<file path="config.mk">
export PLATFORM = sky130hd
export DESIGN_NAME = dbg_trig_combiner
export DESIGN_NICKNAME = d
export VERILOG_FILES = /design/src/rtl/trigc_pkg.sv /design/src/rtl/trigc_cfg_bank.sv /design/src/rtl/trigc_pair_fuse.sv /design/src/rtl/trigc_flag_reduce.sv /design/src/rtl/dbg_trig_combiner.sv
export SDC_FILE = /design/constraint.sdc
export NUM_CORES = 1
export LEC_CHECK = 0
export ABC_CLOCK_PERIOD_IN_PS = 1500
export BUFFER_PORTS_ARGS = -buffer_cell sky130_fd_sc_hd__buf_2
export CORE_AREA = 2 2 316 318
export CTS_BUF_LIST = sky130_fd_sc_hd__clkbuf_4
export DETAILED_ROUTE_END_ITERATION = 8
export DIE_AREA = 0 0 318 320
export GPL_ROUTABILITY_DRIVEN = 0
export SLEW_MARGIN = 20
export SYNTH_ARGS = -nofsm -noshare
export SYNTH_HDL_FRONTEND = slang
export SYNTH_SLANG_ARGS = --single-unit
</file>
<file path="constraint.sdc">
create_clock -name clk -period 1.5 [get_ports clk]
set_input_delay 0.225 -clock clk [delete_from_list [all_inputs] [get_ports clk]]
set_output_delay 0.225 -clock clk [all_outputs]
set_load 0.02 [all_outputs]
</file>
<file path="src/rtl/trigc_pkg.sv">
package trigc_pkg;

    // Control fields of one trigger slot (compare value is kept apart,
    // its width being a parameter of the bank).
    typedef struct packed {
        logic [1:0] kind;
        logic       sel;
        logic       tim;
        logic       act;
        logic       chain;
    } trig_ctl_t;

    localparam logic TIM_NOW  = 1'b0;
    localparam logic TIM_NEXT = 1'b1;

endpackage

</file>
<file path="src/rtl/trigc_cfg_bank.sv">
module trigc_cfg_bank
    import trigc_pkg::*;
#(
    parameter int NUM_TRIG = 10,
    parameter int CMP_W    = 64,
    parameter int IDX_W    = 4
) (
    input  logic                   clk,
    input  logic                   rst_n,
    input  logic                   wr_vld,
    input  logic [IDX_W-1:0]       wr_idx,
    input  trig_ctl_t              wr_ctl,
    input  logic [CMP_W-1:0]       wr_cmp,
    output trig_ctl_t              ctl_q [NUM_TRIG],
    output logic [CMP_W-1:0]       cmp_q [NUM_TRIG]
);

    // One register slot per trigger; a slot is either held or loaded.
    for (genvar s = 0; s < NUM_TRIG; s++) begin : g_slot
        logic       sel_me;
        trig_ctl_t  ctl_r;
        logic [CMP_W-1:0] cmp_r;

        assign sel_me = wr_vld && (wr_idx == IDX_W'(s));

        always_ff @(posedge clk or negedge rst_n) begin
            if (!rst_n) begin
                ctl_r <= '0;
                cmp_r <= '0;
            end else if (sel_me) begin
                ctl_r <= wr_ctl;
                cmp_r <= wr_cmp;
            end
        end

        assign ctl_q[s] = ctl_r;
        assign cmp_q[s] = cmp_r;
    end

endmodule

</file>
<file path="src/rtl/trigc_pair_fuse.sv">
module trigc_pair_fuse (
    input  logic clr,
    input  logic chain_lo,
    input  logic tim_lo,
    input  logic tim_hi,
    input  logic hit_lo,
    input  logic hit_hi,
    output logic fire_lo,
    output logic fire_hi
);

    logic both_hit;
    logic tim_agree;
    logic pair_go;

    always_comb begin
        both_hit  = hit_lo && hit_hi;
        tim_agree = (tim_lo == tim_hi);
        pair_go   = both_hit && tim_agree;
        unique case (chain_lo)
            1'b1: begin
                fire_lo = pair_go;
                fire_hi = pair_go;
            end
            default: begin
                fire_lo = hit_lo;
                fire_hi = hit_hi;
            end
        endcase
        if (clr) begin
            fire_lo = 1'b0;
            fire_hi = 1'b0;
        end
    end

endmodule

</file>
<file path="src/rtl/trigc_flag_reduce.sv">
module trigc_flag_reduce #(
    parameter int NUM_TRIG = 10
) (
    input  logic [NUM_TRIG-1:0] fire,
    input  logic [NUM_TRIG-1:0] tim,
    output logic                trap_now,
    output logic                trap_next,
    output logic                any_hit
);

    always_comb begin
        trap_now  = |(fire & ~tim);
        trap_next = |(fire &  tim);
        any_hit   = trap_now | trap_next;
    end

endmodule

</file>
<file path="src/rtl/dbg_trig_combiner.sv">
module dbg_trig_combiner
    import trigc_pkg::*;
#(
    parameter int NUM_TRIG = 10,
    parameter int CMP_W    = 64,
    parameter int IDX_W    = 4
) (
    input  logic                     clk,
    input  logic                     rst_n,
    input  logic                     clr,
    input  logic                     cfg_wr_vld,
    input  logic [IDX_W-1:0]         cfg_wr_idx,
    input  logic [1:0]               cfg_wr_kind,
    input  logic                     cfg_wr_sel,
    input  logic                     cfg_wr_tim,
    input  logic                     cfg_wr_act,
    input  logic                     cfg_wr_chain,
    input  logic [CMP_W-1:0]         cfg_wr_cmp,
    input  logic [NUM_TRIG-1:0]      raw_hit,
    output logic [NUM_TRIG-1:0]      fire,
    output logic                     trap_now,
    output logic                     trap_next,
    output logic                     any_hit,
    output logic [NUM_TRIG*CMP_W-1:0] cfg_cmp_flat,
    output logic [NUM_TRIG*2-1:0]    cfg_kind_flat,
    output logic [NUM_TRIG-1:0]      cfg_sel_vec,
    output logic [NUM_TRIG-1:0]      cfg_act_vec,
    output logic [NUM_TRIG-1:0]      cfg_tim_vec,
    output logic [NUM_TRIG-1:0]      cfg_chain_vec
);

    localparam int NUM_GRP = NUM_TRIG / 2;

    trig_ctl_t        wr_ctl;
    trig_ctl_t        ctl_q [NUM_TRIG];
    logic [CMP_W-1:0] cmp_q [NUM_TRIG];

    always_comb begin
        wr_ctl.kind  = cfg_wr_kind;
        wr_ctl.sel   = cfg_wr_sel;
        wr_ctl.tim   = cfg_wr_tim;
        wr_ctl.act   = cfg_wr_act;
        wr_ctl.chain = cfg_wr_chain;
    end

    trigc_cfg_bank #(
        .NUM_TRIG (NUM_TRIG),
        .CMP_W    (CMP_W),
        .IDX_W    (IDX_W)
    ) u_bank (
        .clk    (clk),
        .rst_n  (rst_n),
        .wr_vld (cfg_wr_vld),
        .wr_idx (cfg_wr_idx),
        .wr_ctl (wr_ctl),
        .wr_cmp (cfg_wr_cmp),
        .ctl_q  (ctl_q),
        .cmp_q  (cmp_q)
    );

    for (genvar t = 0; t < NUM_TRIG; t++) begin : g_flat
        assign cfg_cmp_flat[t*CMP_W +: CMP_W] = cmp_q[t];
        assign cfg_kind_flat[t*2 +: 2]        = ctl_q[t].kind;
        assign cfg_sel_vec[t]                 = ctl_q[t].sel;
        assign cfg_act_vec[t]                 = ctl_q[t].act;
        assign cfg_tim_vec[t]                 = ctl_q[t].tim;
        assign cfg_chain_vec[t]               = ctl_q[t].chain;
    end

    for (genvar g = 0; g < NUM_GRP; g++) begin : g_pair
        trigc_pair_fuse u_fuse (
            .clr      (clr),
            .chain_lo (ctl_q[2*g].chain),
            .tim_lo   (ctl_q[2*g].tim),
            .tim_hi   (ctl_q[2*g+1].tim),
            .hit_lo   (raw_hit[2*g]),
            .hit_hi   (raw_hit[2*g+1]),
            .fire_lo  (fire[2*g]),
            .fire_hi  (fire[2*g+1])
        );
    end

    trigc_flag_reduce #(
        .NUM_TRIG (NUM_TRIG)
    ) u_reduce (
        .fire      (fire),
        .tim       (cfg_tim_vec),
        .trap_now  (trap_now),
        .trap_next (trap_next),
        .any_hit   (any_hit)
    );

endmodule

</file>
**Word-level counts from Yosys, hierarchy flattened**

Cells that the tools add are included.

- Flip-flop bits (word level): 700
- Output and inout bits: 713
- Word-level logic and storage cells: 121

- Equal/unequal tests: 14
- Multiplexer cells: 20
- Bitwise operators: 4
- Reduce and logical (&&, ||, !) cells: 23

Operators by type and width:

| kind | number |
|---|---|
| $and A10 B10 Y10 | 2 |
| $logic_and A1 B1 Y1 | 20 |
| $mux W1 | 20 |
| $reduce_or A10 Y1 | 2 |
| $eq A4 B3 Y1 const B | 4 |
| $not A10 Y10 | 1 |
| $eq A4 B2 Y1 const B | 2 |
| $eq A4 B4 Y1 const B | 2 |
| $eq A1 B1 Y1 | 5 |
| $eq A4 B1 Y1 const B | 1 |
| $logic_not A4 Y1 | 1 |
| $or A1 B1 Y1 | 1 |

**Longest topological paths before layout**

Gate-level depths: netlist (run 1).

- Depth in word-level cells: 7
- Mapped depth: 5
- Depth with buffers taken out: 5

**Hierarchy**

Synthesis (run 1) repeated with hierarchy kept, for this count alone.

- Cell total of the unflattened synthesis: 1611
- Area total of the unflattened synthesis: 26466.6 um2

Modules (own cells, without submodules):

| module | times used | cells each | area an instance (um2) | sequential area each (um2) |
|---|---|---|---|---|
| trigc_cfg_bank | 1 | 1559 | 26123.8 | 17516.8 |
| trigc_pair_fuse | 5 | 6 | 41.3 | 0.0 |
| trigc_flag_reduce | 1 | 22 | 136.4 | 0.0 |

**Worst setup path after synthesis (run 1)**

OpenSTA, ideal clock, no wires.

- Kind: reg-to-output
- From: register u_bank.g_slot[0].ctl_r, in the netlist u_bank.ctl_q[56]
- To: output port trap_now
- Arrival: 1.592 ns
- Setup slack: -0.317 ns
- Stages on the path, launching flop included: 6
- Buffers on the path: 0
- Cells stage by stage: dfrtp_1 -> nand2b_1 -> a211oi_1 -> or4_1 -> nor4_1 -> o21ai_0

- Word-level cells in the longest chain between the ends: 6
- Elaborated cells on any way between the ends: 9
- Classes of those cells: eq/ne: 1; mux: 4; bitwise: 2; reduce/logical: 2

RTL lines:

| item | RTL line | source |
|---|---|---|
| start, declared | trigc_cfg_bank.sv:21 | `trig_ctl_t ctl_r;` |
| start signal, assigned | trigc_cfg_bank.sv:31 | `ctl_r <= wr_ctl;` |
| $eq A1 B1 Y1 | trigc_pair_fuse.sv:18 | `tim_agree = (tim_lo == tim_hi);` |
| $logic_and A1 B1 Y1 | trigc_pair_fuse.sv:19 | `pair_go = both_hit && tim_agree;` |
| $mux W1 | trigc_pair_fuse.sv:20 | `unique case (chain_lo)` |
| $mux W1 | trigc_pair_fuse.sv:30 | `if (clr) begin` |
| $and A10 B10 Y10 * | trigc_flag_reduce.sv:12 | `trap_now = \|(fire & ~tim);` |
| $reduce_or A10 Y1 * | trigc_flag_reduce.sv:12 |  |
| end, declared | dbg_trig_combiner.sv:21 | `output logic trap_now,` |

Mark *: on every way between the ends. The rest lies on a longest branch, timed or not.

**Worst setup path after layout (run 1)**

- From: register u_bank.g_slot[6].ctl_r, in the netlist u_bank.ctl_q[20]
- To: output port trap_now

- Word-level cells in the longest chain between the ends: 6
- Elaborated cells on any way between the ends: 9
- Classes of those cells: eq/ne: 1; mux: 4; bitwise: 2; reduce/logical: 2

RTL lines:

| item | RTL line |
|---|---|
| start, declared | trigc_cfg_bank.sv:21 |
| start signal, assigned | trigc_cfg_bank.sv:31 |
| $eq A1 B1 Y1 | trigc_pair_fuse.sv:18 |
| $logic_and A1 B1 Y1 | trigc_pair_fuse.sv:19 |
| $mux W1 | trigc_pair_fuse.sv:20 |
| $mux W1 | trigc_pair_fuse.sv:30 |
| $and A10 B10 Y10 * | trigc_flag_reduce.sv:12 |
| $reduce_or A10 Y1 * | trigc_flag_reduce.sv:12 |

Marked as above.

==> impl_metrics.json, run 1 <==
{
  "crit_path_max_incr_delay_ps": 460,
  "clk_pin_slew_ps": 70,
  "fmax_mhz": 345,
  "crit_buf_inv": 1,
  "ys_types": 32,
  "postLayoutCellArea_sq_mm": 0.0423,
  "gr-usage-all-layers": 0.191,
  "fp-row-count": 115,
  "fin_skew_ps": 0,
  "pin_count": 801,
  "min_period_ps": 2900,
  "cts_root_buf": "clkbuf_4",
  "p_seq_frac": 0.390,
  "mostFrequentLayoutCells": "buf_6 (729), dfrtp_1 (696), mux2_2 (628)",
  "outcome": "complete, but fails checks",
  "drive_gt1_frac": 0.669,
  "die_area_sq_mm": 0.102,
  "synth_seq_cells": 700,
  "wl_per_cell_microns": 23.1,
  "dp_hpwl_microns": 65700,
  "timing.final.crit_share": 1.93,
  "finalSetupViolations": 749,
  "synthCells": 1667,
  "via_count": 19300,
  "final_common_cell": "buf_6",
  "n_fill_cell": 8758,
  "hold_viol_final": 0,
  "ff2ff_path_depth": 2,
  "antenna_left": 0,
  "nNetsFinal": 2926,
  "io_buffers": 800,
  "crit_chain": "nand2b_1, maj3_1, a21oi_2, nor4_4, o21ai_1, buf_2",
  "yosys_warnings": 0,
  "register_area_sq_mm": 0.0175,
  "max_cap_violations": 0,
  "synth_top_cell_by_area": "dfrtp_1",
  "powerDensity_mw_per_mm2": 1620,
  "switching_share": 0.336,
  "syn_nets": 1755,
  "hold_slack_ps": 160,
  "mappedNetlistArea_sq_mm": 0.0269,
  "postPlaceCellArea_sq_mm": 0.0331,
  "cp_max_fo": 3,
  "drc": 0,
  "start_util": 0.274,
  "pwr-share-comb": 0.358,
  "finalWorstSetupSlack_ps": -1400,
  "endpoint_kind": "output pin",
  "htreeDepth": 4,
  "coreArea_sq_mm": 0.0980,
  "grt_max_degree": 86,
  "violations": "setup timing",
  "first_pass_iters": 4,
  "slew_violations": 0,
  "die_h_microns": 320,
  "grt_pass1_wl_microns": 144000,
  "power.leakage_uw": 0.0199,
  "crit_cells": 6,
  "cts_buffers": 184,
  "via_per_inst": 4.52,
  "relSlewSlack": 0.497,
  "drt-initial-drc-count": 752,
  "antenna_found_initial": 15,
  "worst_slew_pin_slew_ps": 755,
  "grt_overflow": 0,
  "synth-seq-area-share": 0.652,
  "place_ws_ps": -433,
  "grt_pass1_vias": 20900,
  "cts_tree": "done",
  "internal-power_uw": 45400,
  "syn_to_final_growth_pct": 57.5,
  "min_path_type": "primary input to flop",
  "netSwitchingPower_uw": 23000,
  "synth_top_area_frac": 0.652,
  "clock-sinks": 700,
  "required_ps": 1270,
  "drt_wl_total_microns": 98700,
  "whs_path_depth": 3,
  "path_class": "flop to output pin",
  "vdd_drop_max_uv": 941,
  "critPathTopFamily": "adder cells",
  "chipWidth_microns": 318,
  "cts_buffer_depth": 3,
  "synth_area_leaders": "dfrtp_1 (65%), mux2_2 (26%), mux2_1 (3.0%), buf_2 (1.2%), buf_1 (0.96%)",
  "avgSynthCellArea_sq_um": 16.1,
  "multi_input_area_sq_mm": 0.00868,
  "rsz0062_at_grt": "yes",
  "power_frac_clock": 0.253,
  "cp_slowest_cell": "maj3_1",
  "insertion_delay_ps": 1000,
  "crit_path_start_kind": "flop",
  "worstPathArrival_ps": 2670
}
worst paths after layout:
path	startpoint	end	slack (ps)
setup / recovery	u_bank.ctl_q[20]	trap_now	-1400
hold / removal	cfg_wr_cmp[3]	u_bank.g_slot[2].cmp_r[3]	160
setup reg to reg	u_bank.g_slot[4].cmp_r[12]	u_bank.g_slot[4].cmp_r[12]	90
hold reg to reg	u_bank.g_slot[4].cmp_r[53]	u_bank.g_slot[4].cmp_r[53]	510
max in group asynchronous	rst_n	u_bank.g_slot[3].cmp_r[1]	300
min in group asynchronous	rst_n	u_bank.g_slot[1].cmp_r[38]	260
timing repair:
| action | CTS | global route |
|---|---|---|
| endpoints found under the setup margin | 713 | 798 |
| hold endpoints to repair | 1400 | 221 |
| pin swaps | 19 | 11 |
| buffers inserted | 45 | 63 |
| cloned | 0 | 1 |
| gates resized for setup | 1456 | 22 |
| hold buffers | 131 | 3 |
logic make-up after synthesis:
logic type	synth area share
flops	0.652
mux	0.293
buf+inv	0.0329
simple gates	0.0128
compound gates	0.00615
xor+xnor	0.00163
fa+ha+maj	0.00149
final cells by class:
class,instances,share of cell area
diodes,8,0.000473
clock buffers,279,0.0495
clock inverters,46,0.00737
inverters,4,0.000355
multi-input cells,793,0.205
flip-flops and latches,700,0.414
well taps,1287,0.0381
repair buffers,1155,0.285
routing by layer:
metal / share of wire / track usage
met4: 0.036 / 0.0896
met2: 0.49 / 0.317
met1: 0.40 / 0.222
met3: 0.074 / 0.0626
met5: 0 / 0
registers in the layout (all words and copies together) (netlist names):
name / cells
u_bank.g_slot.cmp_r: 640
u_bank.ctl_q: 60
power groups by stage:
| stage | registers, uW | logic [uW] | clock network (uW) |
|---|---|---|---|
| 6_report | 26600 | 24500 | 17300 |
| 5_1_grt | 27100 | 25500 | 19000 |
| 4_1_cts | 26500 | 23900 | 17900 |
| 3_5_place_dp | 25700 | 17800 | 0 |
| 3_3_place_gp | 25600 | 17600 | 0 |
| 2_1_floorplan | 31200 | 4660 | 0 |
metrics by stage:
step | util | total power (uW) | instances | setup TNS (ps)
after global placement | 0.338 | 43200 | 3710 | -78860
after global routing | 0.432 | 71500 | 4270 | -326250
final | 0.432 | 68300 | 4272 | -209830
after detailed placement | 0.338 | 43500 | 3710 | -94370
after CTS | 0.426 | 68300 | 4209 | -348540
after floorplan | - | 35800 | 1667 | -539
worst register-to-register path: stages, from the launching register on:
cell           delay [ps]
dfrtp_1               400
mux2_1                310
dlygate4sd3_1         580
cells in the mapped netlist:
master,instances
nor4_1,1
clkbuf_1,2
maj3_1,4
xnor2_1,5
buf_6,7
o32ai_1,1
or4_1,2
mux2_2,628
or3_1,1
a31oi_1,1
nand2_1,19
nand3_1,1
clkbuf_2,1
a211oi_1,7
buf_2,66
nor3b_2,2
nor3_1,1
nor2b_1,1
o21ai_0,2
nand3b_4,1
nor2_1,4
a21bo_2,1
a21boi_0,2
nand2b_1,22
buf_1,69
nand3b_1,4
buf_4,25
inv_1,4
dfrtp_1,700
a21oi_1,11
mux2_1,71
a21o_1,1
Note: power is estimated with default switching activity, not from simulation.
==> run 2, diff against run 1 <==
ABC_AREA = 1   (was default)
==> impl_metrics.json, run 2 <==
{
  "mostFrequentLayoutCells": "nand2_1 (729), buf_6 (725), o21ai_0 (700)",
  "worst_slew_pin_slew_ps": 617,
  "htreeDepth": 4,
  "first_pass_iters": 5,
  "powerDensity_mw_per_mm2": 1560,
  "dpl.cell_count": 4541,
  "path_class": "flop to output pin",
  "slew_violations": 0,
  "ys_types": 14,
  "max_cap_violations": 0,
  "netSwitchingPower_uw": 23000,
  "required_ps": 1270,
  "cts_tree": "done",
  "min_period_ps": 2630,
  "syn_to_final_growth_pct": 67.7,
  "start_util": 0.259,
  "chipWidth_microns": 318,
  "endpoint_kind": "output pin",
  "synth_seq_cells": 700,
  "n_fill_cell": 8935,
  "avgSynthCellArea_sq_um": 10.2,
  "finalWorstSetupSlack_ps": -1130,
  "rsz0062_at_grt": "yes",
  "worstHoldStart": "cfg_wr_vld",
  "dp_hpwl_microns": 68500,
  "postLayoutCellArea_sq_mm": 0.0426,
  "total_power_uw": 66500,
  "grt_pass1_vias": 24300,
  "largest_reg_flops": 640,
  "vdd_drop_max_uv": 895,
  "fin_util": 0.434,
  "final_common_cell": "nand2_1",
  "cts_buffer_depth": 3,
  "synth_top_cell_by_area": "dfrtp_1",
  "pwr-share-comb": 0.356,
  "antenna_left": 0,
  "io_buffers": 800,
  "fin_skew_ps": 0,
  "synth-seq-area-share": 0.690,
  "antenna_found_initial": 12,
  "fp-row-count": 115,
  "postPlaceCellArea_sq_mm": 0.0317,
  "yosysMostFrequentCell": "nand2_1",
  "crit_path_start_kind": "flop",
  "grt_max_degree": 92,
  "wl_per_cell_microns": 19.9,
  "syn_nets": 2577,
  "instances_no_fill": 5351,
  "clk_pin_slew_ps": 80,
  "fmax_mhz": 380,
  "via_per_inst": 4.57,
  "synthArstFlopShare": 1.00,
  "p_seq_frac": 0.389,
  "gr-usage-all-layers": 0.198,
  "synth_top_area_frac": 0.690,
  "via_count": 24500,
  "relSlewSlack": 0.589,
  "insertion_delay_ps": 1000,
  "worst_r2r_startpoint": "u_bank.g_slot[5].cmp_r[14]",
  "synth-edff-count": 0,
  "rrSetupSlack_ps": 250,
  "synthCells": 2489,
  "timing.final.crit_share": 1.75,
  "cts_buffers": 186,
  "power.leakage_uw": 0.0218,
  "mappedNetlistArea_sq_mm": 0.0254,
  "min_path_type": "primary input to flop",
  "drt-initial-drc-count": 1799,
  "regMostFlops": "u_bank.g_slot.cmp_r",
  "pin_count": 801,
  "cts_root_buf": "clkbuf_4",
  "violations": "setup timing",
  "power_frac_clock": 0.256,
  "grt_overflow": 0,
  "synth_area_leaders": "dfrtp_1 (69%), o21ai_0 (14%), nand2_1 (11%), buf_2 (1.6%), inv_1 (1.5%)",
  "yosys_warnings": 0,
  "die_h_microns": 320,
  "startpoint": "u_bank.ctl_q[14]",
  "drive_gt1_frac": 0.416,
  "hold_viol_final": 0,
  "clock-sinks": 700,
  "worstPathArrival_ps": 2410,
  "synth_commonest_cells": "nand2_1 (744), dfrtp_1 (700), o21ai_0 (700)",
  "outcome": "complete, but fails checks",
  "place_ws_ps": -129,
  "finalSetupViolations": 784,
  "coreArea_sq_mm": 0.0980,
  "drt_wl_total_microns": 106000,
  "grt_pass1_wl_microns": 153000,
  "nNetsFinal": 4010,
  "internal-power_uw": 43500,
  "cp_max_fo": 5,
  "switching_share": 0.346,
  "die_area_sq_mm": 0.102,
  "drc": 0,
  "synthFlopType": "dfrtp_1"
}
-- run 2: power by group through the flow --
stage,Sequential (uW),Combinational (uW),Clock [uW]
after floorplan,29800,3540,0
after global placement,25000,15100,0
after detailed placement,25100,15300,0
after CTS,25700,21700,17400
after global routing,26200,25000,18500
final,25900,23700,17000
-- run 2: final timing paths --
check | to | depth (start not counted)
worst max register to register | u_bank.g_slot[5].cmp_r[14] | 3
max in group asynchronous | u_bank.g_slot[5].cmp_r[55] | 6
worst min-delay path | u_bank.g_slot[5].cmp_r[29] | 7
worst max-delay path | any_hit | 11
min in group asynchronous | u_bank.g_slot[8].cmp_r[24] | 4
worst min register to register | u_bank.g_slot[8].cmp_r[38] | 2
-- run 2: cell families (layout without fill, tap and decap cells) --
family,after synthesis,count (layout),share of synthesized area
compound gates,700,700,0.138
buf+inv,277,1842,0.0493
flops,700,700,0.690
other cells,0,10,0
simple gates,812,812,0.122
-- run 2: what timing repair did --
action,CTS,global route
buffers inserted,190,214
gates cloned,0,1
hold endpoints to repair,1400,0
pin swaps,7,14
endpoints found under the setup margin,713,1033
gates resized for setup,1449,41
hold buffers,86,0
-- run 2: area by class of cell --
cell class / instances / area (sq um) / share of cell area
clock buffers: 275 / 2060 / 0.0485
well taps: 1287 / 1610 / 0.0378
repair buffers: 1422 / 13900 / 0.326
inverters: 100 / 380 / 0.00894
clock inverters: 45 / 264 / 0.00620
diodes: 10 / 25.0 / 0.000588
multi-input cells: 1512 / 6830 / 0.161
flip-flops and latches: 700 / 17500 / 0.412
-- run 2: per-layer routing --
| metal | up-vias | global-route usage | routed length, microns |
|---|---|---|---|
| li1 | 11100 | - | - |
| met1 | 11900 | 0.227 | 40400 |
| met2 | 1216 | 0.329 | 52000 |
| met3 | 308 | 0.0572 | 8390 |
| met4 | 0 | 0.119 | 5740 |
| met5 | - | 0 | 0 |
-- run 2: critical path, cell delays in order, from the launching register on --
cell     delay, ps
dfrtp_1        430
inv_2           80
nand2_1         70
nand3_2         90
nand2_4         80
nand3_2         70
nand2_1         50
nor2_1         110
nand2_1         70
nor2_2         120
nand2_1         80
buf_6          130
-- run 2: per-stage QoR --
| stage | hold WS [ps] | setup TNS (ps) |
|---|---|---|
| after global routing | -3.48 | -334200 |
| after CTS | 9.55 | -343570 |
| after floorplan | -70.6 | 0 |
| after detailed placement | 105 | -7610 |
| final | 78.3 | -211100 |
| after global placement | 106 | -5170 |
